===== src/rtl/rwg_pkg.sv =====
// Package rwg_pkg
// Shared constants, the region type and the address classifier for the
// register write gate. Assumes 8-bit addresses and 8-bit data.
package rwg_pkg;

    localparam int unsigned AW = 8;
    localparam int unsigned DW = 8;
    localparam int unsigned LOCK_W = 4;

    // Lock bit positions
    localparam int unsigned LK_BRT = 0;
    localparam int unsigned LK_CUR = 1;
    localparam int unsigned LK_CFG = 2;

    localparam logic [LOCK_W-1:0] LOCK_DEFAULT = 4'b0110;

    localparam logic [AW-1:0] ADDR_LOCK  = 8'h93;
    localparam logic [AW-1:0] ADDR_CGATE = 8'h96;
    localparam logic [AW-1:0] ADDR_MGATE = 8'h98;

    // Code sequences, first byte in the lowest byte lane
    localparam int unsigned CTRL_LEN = 4;
    localparam logic [CTRL_LEN*DW-1:0] CTRL_CODE = {8'h45, 8'h44, 8'h4F, 8'h43};
    localparam int unsigned MEM_LEN = 6;
    localparam logic [MEM_LEN*DW-1:0] MEM_CODE = {8'h09, 8'h02, 8'h09, 8'h02, 8'h04, 8'h00};

    typedef enum logic [3:0] {
        RG_BRT, RG_CUR, RG_CFG, RG_PROG, RG_FREE,
        RG_CTRL, RG_CGATE, RG_MEM, RG_MGATE, RG_NONE
    } rwg_region_e;

    // Map an address to its protection region
    function automatic rwg_region_e classify(input logic [AW-1:0] a);
        rwg_region_e r;
        if (a <= 8'h17 || (a >= 8'h20 && a <= 8'h37) || (a >= 8'h40 && a <= 8'h44))
            r = RG_BRT;
        else if (a >= 8'h50 && a <= 8'h67)
            r = RG_CUR;
        else if (a >= 8'h70 && a <= 8'h83)
            r = RG_CFG;
        else if (a >= 8'h84 && a <= 8'h87)
            r = RG_PROG;
        else if (a == 8'h90 || a == 8'h91)
            r = RG_FREE;
        else if (a >= 8'h92 && a <= 8'h95)
            r = RG_CTRL;
        else if (a == ADDR_CGATE)
            r = RG_CGATE;
        else if (a == 8'h97)
            r = RG_MEM;
        else if (a == ADDR_MGATE)
            r = RG_MGATE;
        else
            r = RG_NONE;
        return r;
    endfunction

endpackage


===== src/rtl/rwg_gate_seq.sv =====
// Module rwg_gate_seq
// Recognises a byte code written one byte per strobe to a gate address.
// A full match opens the window; any gate write while open closes it.
// A mismatch restarts, and a byte equal to the first code byte counts as step one.
// Assumes CODE_LEN >= 2 and that the first code byte sits in lane 0 of CODE.
module rwg_gate_seq #(
    parameter int unsigned CODE_LEN = 4,
    parameter int unsigned BYTE_W   = 8,
    parameter logic [CODE_LEN*BYTE_W-1:0] CODE = '0
) (
    input  logic              clk,
    input  logic              rst_n,
    input  logic              hit,
    input  logic [BYTE_W-1:0] data,
    output logic              open
);
    localparam int unsigned IW = (CODE_LEN > 1) ? $clog2(CODE_LEN) : 1;
    localparam logic [IW-1:0] LAST = IW'(CODE_LEN - 1);
    localparam logic [BYTE_W-1:0] FIRST = CODE[BYTE_W-1:0];

    logic [IW-1:0]     idx_q;
    logic [BYTE_W-1:0] expect_byte;

    // Select the byte the sequence expects next
    always_comb begin
        expect_byte = CODE[idx_q*BYTE_W +: BYTE_W];
    end

    // Advance, restart or toggle the window on each gate write
    always_ff @(posedge clk) begin
        if (!rst_n) begin
            open  <= 1'b0;
            idx_q <= '0;
        end else if (hit) begin
            if (open) begin
                open  <= 1'b0;
                idx_q <= '0;
            end else if (data == expect_byte) begin
                if (idx_q == LAST) begin
                    open  <= 1'b1;
                    idx_q <= '0;
                end else begin
                    idx_q <= idx_q + 1'b1;
                end
            end else begin
                idx_q <= (data == FIRST) ? IW'(1) : '0;
            end
        end
    end

    // progress never passes the code length
    p_idx_in_range_r11: assert property (@(posedge clk) disable iff (!rst_n)
        idx_q <= LAST);

    // window state only moves on a gate write
    p_open_needs_gate_r10: assert property (@(posedge clk) disable iff (!rst_n)
        !hit |=> $stable(open));

    // an open window always closes on the next gate write
    p_gate_closes_r7: assert property (@(posedge clk) disable iff (!rst_n)
        (hit && open) |=> !open);

endmodule


===== src/rtl/rwg_lock_reg.sv =====
// Module rwg_lock_reg
// Holds the lock bits. A load writes new bits; a restore returns them to
// the default and raises a one-cycle pulse in the following cycle.
// Assumes load and restore are never asserted together (different addresses).
module rwg_lock_reg #(
    parameter int unsigned WIDTH = 4,
    parameter logic [WIDTH-1:0] DEFAULT = '0
) (
    input  logic             clk,
    input  logic             rst_n,
    input  logic             load,
    input  logic             restore,
    input  logic [WIDTH-1:0] data,
    output logic [WIDTH-1:0] lock_q,
    output logic             restored
);
    // Update lock bits from a load or restore
    always_ff @(posedge clk) begin
        if (!rst_n)
            lock_q <= DEFAULT;
        else if (restore)
            lock_q <= DEFAULT;
        else if (load)
            lock_q <= data;
    end

    // Register the restore event as a single-cycle pulse
    always_ff @(posedge clk) begin
        if (!rst_n)
            restored <= 1'b0;
        else
            restored <= restore;
    end

    // a restore leaves the default in place
    p_restore_default_r8: assert property (@(posedge clk) disable iff (!rst_n)
        restore |=> (lock_q == DEFAULT) && restored);

    // a load takes the written bits
    p_load_takes_data_r9: assert property (@(posedge clk) disable iff (!rst_n)
        (load && !restore) |=> lock_q == $past(data));

    // without load or restore the bits hold
    p_lock_hold_r9: assert property (@(posedge clk) disable iff (!rst_n)
        (!load && !restore) |=> $stable(lock_q) && !restored);

endmodule


===== src/rtl/rwg_write_policy.sv =====
// Module rwg_write_policy
// Combinational allow decision for one write: classifies the address and
// applies the lock bit, program mode or window state that governs it.
// Assumes the state inputs are the registered values before this write.
module rwg_write_policy
    import rwg_pkg::*;
(
    input  logic          wr_en,
    input  logic [AW-1:0] addr,
    input  logic [2:0]    locks,
    input  logic          prog_mode,
    input  logic          ctrl_open,
    input  logic          mem_open,
    output logic          allow,
    output rwg_region_e   region
);
    logic grant;

    // Classify the address
    always_comb begin
        region = classify(addr);
    end

    // Pick the condition that governs this region
    always_comb begin
        unique case (region)
            RG_BRT:   grant = !locks[LK_BRT];
            RG_CUR:   grant = !locks[LK_CUR];
            RG_CFG:   grant = !locks[LK_CFG];
            RG_PROG:  grant = prog_mode;
            RG_FREE:  grant = 1'b1;
            RG_CTRL:  grant = ctrl_open;
            RG_CGATE: grant = 1'b1;
            RG_MEM:   grant = mem_open;
            RG_MGATE: grant = 1'b1;
            default:  grant = 1'b0;
        endcase
        allow = wr_en && grant;
    end

    // the program-only range never opens outside program mode
    always_comb begin
        if (wr_en && region == RG_PROG && !prog_mode)
            a_prog_only_r4: assert (!allow);
    end

endmodule


===== src/rtl/reg_write_gate.sv =====
// Module reg_write_gate
// Top of the write-protection gate. Produces a same-cycle write allow from
// the lock bits, program mode and two code-gated windows, and keeps the
// lock register and both sequencers. Synchronous active-low reset.
module reg_write_gate
    import rwg_pkg::*;
(
    input  logic              clk,
    input  logic              rst_n,
    input  logic              wr_en,
    input  logic [7:0]        wr_addr,
    input  logic [7:0]        wr_data,
    input  logic              prog_mode,
    output logic              wr_allow,
    output logic              ctrl_open,
    output logic              mem_open,
    output logic [3:0]        lock_state,
    output logic              lock_reset_pulse
);
    rwg_region_e region;
    logic        cgate_hit;
    logic        mgate_hit;
    logic        lock_load;

    // Decode gate hits and lock loads from the strobe
    always_comb begin
        cgate_hit = wr_en && (wr_addr == ADDR_CGATE);
        mgate_hit = wr_en && (wr_addr == ADDR_MGATE);
        lock_load = wr_allow && (wr_addr == ADDR_LOCK);
    end

    rwg_write_policy u_policy (
        .wr_en     (wr_en),
        .addr      (wr_addr),
        .locks     (lock_state[2:0]),
        .prog_mode (prog_mode),
        .ctrl_open (ctrl_open),
        .mem_open  (mem_open),
        .allow     (wr_allow),
        .region    (region)
    );

    rwg_gate_seq #(
        .CODE_LEN (CTRL_LEN),
        .BYTE_W   (DW),
        .CODE     (CTRL_CODE)
    ) u_ctrl_seq (
        .clk   (clk),
        .rst_n (rst_n),
        .hit   (cgate_hit),
        .data  (wr_data),
        .open  (ctrl_open)
    );

    rwg_gate_seq #(
        .CODE_LEN (MEM_LEN),
        .BYTE_W   (DW),
        .CODE     (MEM_CODE)
    ) u_mem_seq (
        .clk   (clk),
        .rst_n (rst_n),
        .hit   (mgate_hit),
        .data  (wr_data),
        .open  (mem_open)
    );

    rwg_lock_reg #(
        .WIDTH   (LOCK_W),
        .DEFAULT (LOCK_DEFAULT)
    ) u_lock (
        .clk      (clk),
        .rst_n    (rst_n),
        .load     (lock_load),
        .restore  (cgate_hit),
        .data     (wr_data[LOCK_W-1:0]),
        .lock_q   (lock_state),
        .restored (lock_reset_pulse)
    );

    // no write is ever allowed without a strobe
    p_allow_needs_strobe_r5: assert property (@(posedge clk) disable iff (!rst_n)
        wr_allow |-> wr_en);

    // the control range follows the control window
    p_ctrl_window_r6: assert property (@(posedge clk) disable iff (!rst_n)
        (wr_en && region == RG_CTRL) |-> (wr_allow == ctrl_open));

    // the memory-control register follows its window
    p_mem_window_r10: assert property (@(posedge clk) disable iff (!rst_n)
        (wr_en && region == RG_MEM) |-> (wr_allow == mem_open));

    // a restore pulse always shows the default lock bits
    p_pulse_default_r8: assert property (@(posedge clk) disable iff (!rst_n)
        lock_reset_pulse |-> (lock_state == LOCK_DEFAULT));

    // the first cycle after reset is in the reset state
    p_reset_state_r12: assert property (@(posedge clk)
        !rst_n |=> (lock_state == LOCK_DEFAULT) && !ctrl_open && !mem_open && !lock_reset_pulse);

endmodule


===== config.mk =====
export PLATFORM = sky130hd
export DESIGN_NAME = reg_write_gate
export DESIGN_NICKNAME = d
export VERILOG_FILES = /design/src/rtl/rwg_pkg.sv /design/src/rtl/rwg_gate_seq.sv /design/src/rtl/rwg_lock_reg.sv /design/src/rtl/rwg_write_policy.sv /design/src/rtl/reg_write_gate.sv
export SDC_FILE = /design/constraint.sdc
export NUM_CORES = 1
export LEC_CHECK = 0
export BUFFER_PORTS_ARGS = -buffer_cell sky130_fd_sc_hd__clkbuf_2
export CORE_MARGIN = 2
export CORE_UTILIZATION = 56
export CTS_CLUSTER_DIAMETER = 60
export DETAILED_ROUTE_END_ITERATION = 12
export GPL_TIMING_DRIVEN = 1
export PLACE_DENSITY_LB_ADDON = 0.2
export SETUP_SLACK_MARGIN = 0.02
export SLEW_MARGIN = 20
export SYNTH_ARGS = -nofsm -noshare
export SYNTH_HDL_FRONTEND = slang
export SYNTH_SLANG_ARGS = --single-unit

===== constraint.sdc =====
create_clock -name clk -period 5.3 [get_ports clk]
set_input_delay 0 -clock clk [delete_from_list [all_inputs] [get_ports clk]]
set_output_delay 0 -clock clk [all_outputs]
set_load 0.05 [all_outputs]

==> flow_summary.json <==
{
  "nets": 186,
  "fin_tns_setup_ns": 0,
  "syn_nets": 163,
  "synth_compound_area_share_pct": 22.5,
  "cts_resized": 0,
  "start_util_pct": 58.1,
  "crit_required_ns": 5.30,
  "clkPwrFrac_pct": 34.4,
  "postPlaceCellArea_um2": 1240,
  "netlist_instances": 139,
  "p_int_mw": 0.149,
  "setup_ws_ns": 3.41,
  "area_growth_pct": 14.6,
  "ys_seq_elements": 12,
  "syn-cell-area_um2": 1120,
  "drt_pre_antenna_iters": 4,
  "grt_antenna_before_repair": 0,
  "core_um2": 1920,
  "hold_viol_final": 0,
  "cts_made_buffers": 3,
  "synth-simple-area-share_pct": 31.9,
  "hold_depth": 2,
  "post-place-ws_ns": 3.44,
  "synth_ff_type": "dfxtp_1",
  "cap_violations": 0,
  "p_sw_share_pct": 26.8,
  "pwr-share-seq_pct": 44.4,
  "netlist.area_leader.share_pct": 21.5,
  "gp_congestion": 0.949,
  "postCtsHoldBufs": 0,
  "drive_gt1_share_pct": 24.8,
  "io_buffers": 27,
  "synth_warnings": 0,
  "wl_um": 2510,
  "hp-class": "input port to flip-flop",
  "drc": 0,
  "ios": 28,
  "status": "complete, no violations",
  "clkSinkCount": 12,
  "rsz0062_at_grt": "no",
  "multi_input_area_um2": 805,
  "fmax_mhz": 530,
  "min_period_over_period_pct": 35.6,
  "grt_pass1_vias": 1013,
  "tritoncts": "built",
  "power_density_nw_per_um2": 159,
  "clkSlewWorstSetupHoldPaths_ns": 0.07,
  "ff_latch_area_um2": 240,
  "tightest_slew_ns": 0.508,
  "worst-r2r-cell-count": 4,
  "skew_ns": 0.00575,
  "synth_xor_area_share_pct": 3.92,
  "crit_arrival_ns": 1.89,
  "final_max_slew_viol_count": 0,
  "first_iter_violations": 21,
  "h-tree-depth": 1,
  "period_minus_slack_ns": 1.89,
  "fillers": 179,
  "pwr-share-comb_pct": 21.1,
  "diodes": 0,
  "insertion_delay_ns": 0.27,
  "async_reset_ff_share_pct": 0,
  "criticalPathCategory": "input port to output pin",
  "cts.path.max_buffers": 2,
  "grt_overflow": 0,
  "power_mw": 0.203,
  "dp.final_hpwl_um": 1930,
  "synth_top_family_by_area": "simple AND/OR/NAND/NOR gates",
  "grt_usage_pct": 21.2,
  "grt_pass1_wl_um": 4080,
  "die_h_um": 48.7,
  "power.leakage_nw": 0.515,
  "cp_max_fo": 8,
  "ys_seq_area_share_pct": 21.5,
  "synth_mux_area_share_pct": 8.29,
  "ys_types": 52,
  "grt_max_degree": 12,
  "mostFrequentLayoutCells": "27 x clkbuf_2, 12 x nor2_1, 12 x dfxtp_1",
  "synthAdderAreaFrac_pct": 5.38,
  "drtAntennaViolNets": 0,
  "vias": 1123,
  "avgSynthCellArea_um2": 8.04,
  "startpoint_type": "input port",
  "layout_commonest_cell": "clkbuf_2",
  "p_sw_mw": 0.0544,
  "num_rows": 16,
  "final_area_um2": 1280,
  "synth_area_leader_cell": "dfxtp_1",
  "slew_headroom_pct": 65.8,
  "setup_violations": 0,
  "dieArea_um2": 2370,
  "ir_worst_vdd_uv": 204,
  "viasPerCell": 5.97,
  "synth-edff-count": 0,
  "cts_root_buffer": "clkbuf_4",
  "fp.dieW_um": 48.7,
  "synth_area_leaders": "dfxtp_1 22%, mux2i_1 6.3%, ha_1 4.5%, nor2_1 4.0%, nand4b_1 3.9%",
  "wire_per_inst_um": 13.3,
  "setup.worst_path.end_class": "output pin",
  "cts_setup_buffers": 0
}
-- metal layers --
metal	share of wire, %	track usage (%)	up-vias
met5	0	0	-
met4	1.2	6.19	0
met3	4.8	3.70	4
met2	49	37.7	29
met1	45	25.9	518
li1	-	-	572
-- state kept, by name, summed over array words and instances (netlist names) --
register / cells
u_lock.lock_q: 4
u_lock.restored: 1
u_mem_seq.idx_q: 3
u_ctrl_seq.idx_q: 2
u_mem_seq.open: 1
u_ctrl_seq.open: 1
-- through the flow --
stage | util [%] | hold slack [ns] | instances
floorplan | - | 0.118 | 139
global placement | 64.7 | 0.299 | 184
detailed placement | 64.7 | 0.304 | 184
CTS | 66.6 | 0.0133 | 188
global route | 66.6 | 0.0158 | 188
finish | 66.6 | 0.0136 | 188
-- power by group through the flow --
stage | Sequential [mW] | Combinational [mW] | Clock, mW
2_1_floorplan | 0.0924 | 0.0275 | 0
3_3_place_gp | 0.0923 | 0.0409 | 0
3_5_place_dp | 0.0923 | 0.0422 | 0
4_1_cts | 0.0902 | 0.0425 | 0.0726
5_1_grt | 0.0902 | 0.0466 | 0.0770
6_report | 0.0902 | 0.0429 | 0.0699
-- final cells by class --
type / instances / area share, %
clock buffer: 4 / 2.83
inverter: 8 / 2.35
multi-input combinational: 110 / 62.9
sequential: 12 / 18.8
tap: 27 / 2.64
timing repair buffer: 27 / 10.6
-- kinds of logic (layout without fill, tap and decap cells) --
family,after synthesis,in the layout
AO/OA/AOI/OAI,31,31
XOR/XNOR,5,5
adder cells (fa/ha/maj),5,5
buffers and inverters,17,39
flip-flops,12,12
multiplexers,9,9
AND/OR/NAND/NOR,60,60
-- path summary, 6_finish.rpt --
path | start | to | slack, ns
setup / recovery | wr_addr[6] | wr_allow | 3.41
hold reg to reg | u_lock.lock_q[0] | u_lock.lock_q[0] | 0.48
hold / removal | rst_n | u_mem_seq.open | 0.01
setup reg to reg | u_mem_seq.idx_q[1] | u_mem_seq.idx_q[1] | 3.45
-- cell usage after synthesis, drive strengths merged, types with 3 or more instances --
cell	instances
nand4b	5
o41ai	3
buf	3
and3	3
clkbuf	6
dfxtp	12
inv	8
nor2	12
ha	4
a21oi	5
a22o	3
nor4	5
xor2	4
mux2i	7
nor3	6
a31oi	3
nand2	11
-- critical path, cell delays in order --
cell       delay (ns)
clkbuf_2         0.17
nand4bb_1        0.21
nor3_1           0.10
nor4_2           0.44
mux2_2           0.38
o311a_1          0.34
clkbuf_2         0.24
Power figures use the tool's default switching activity.
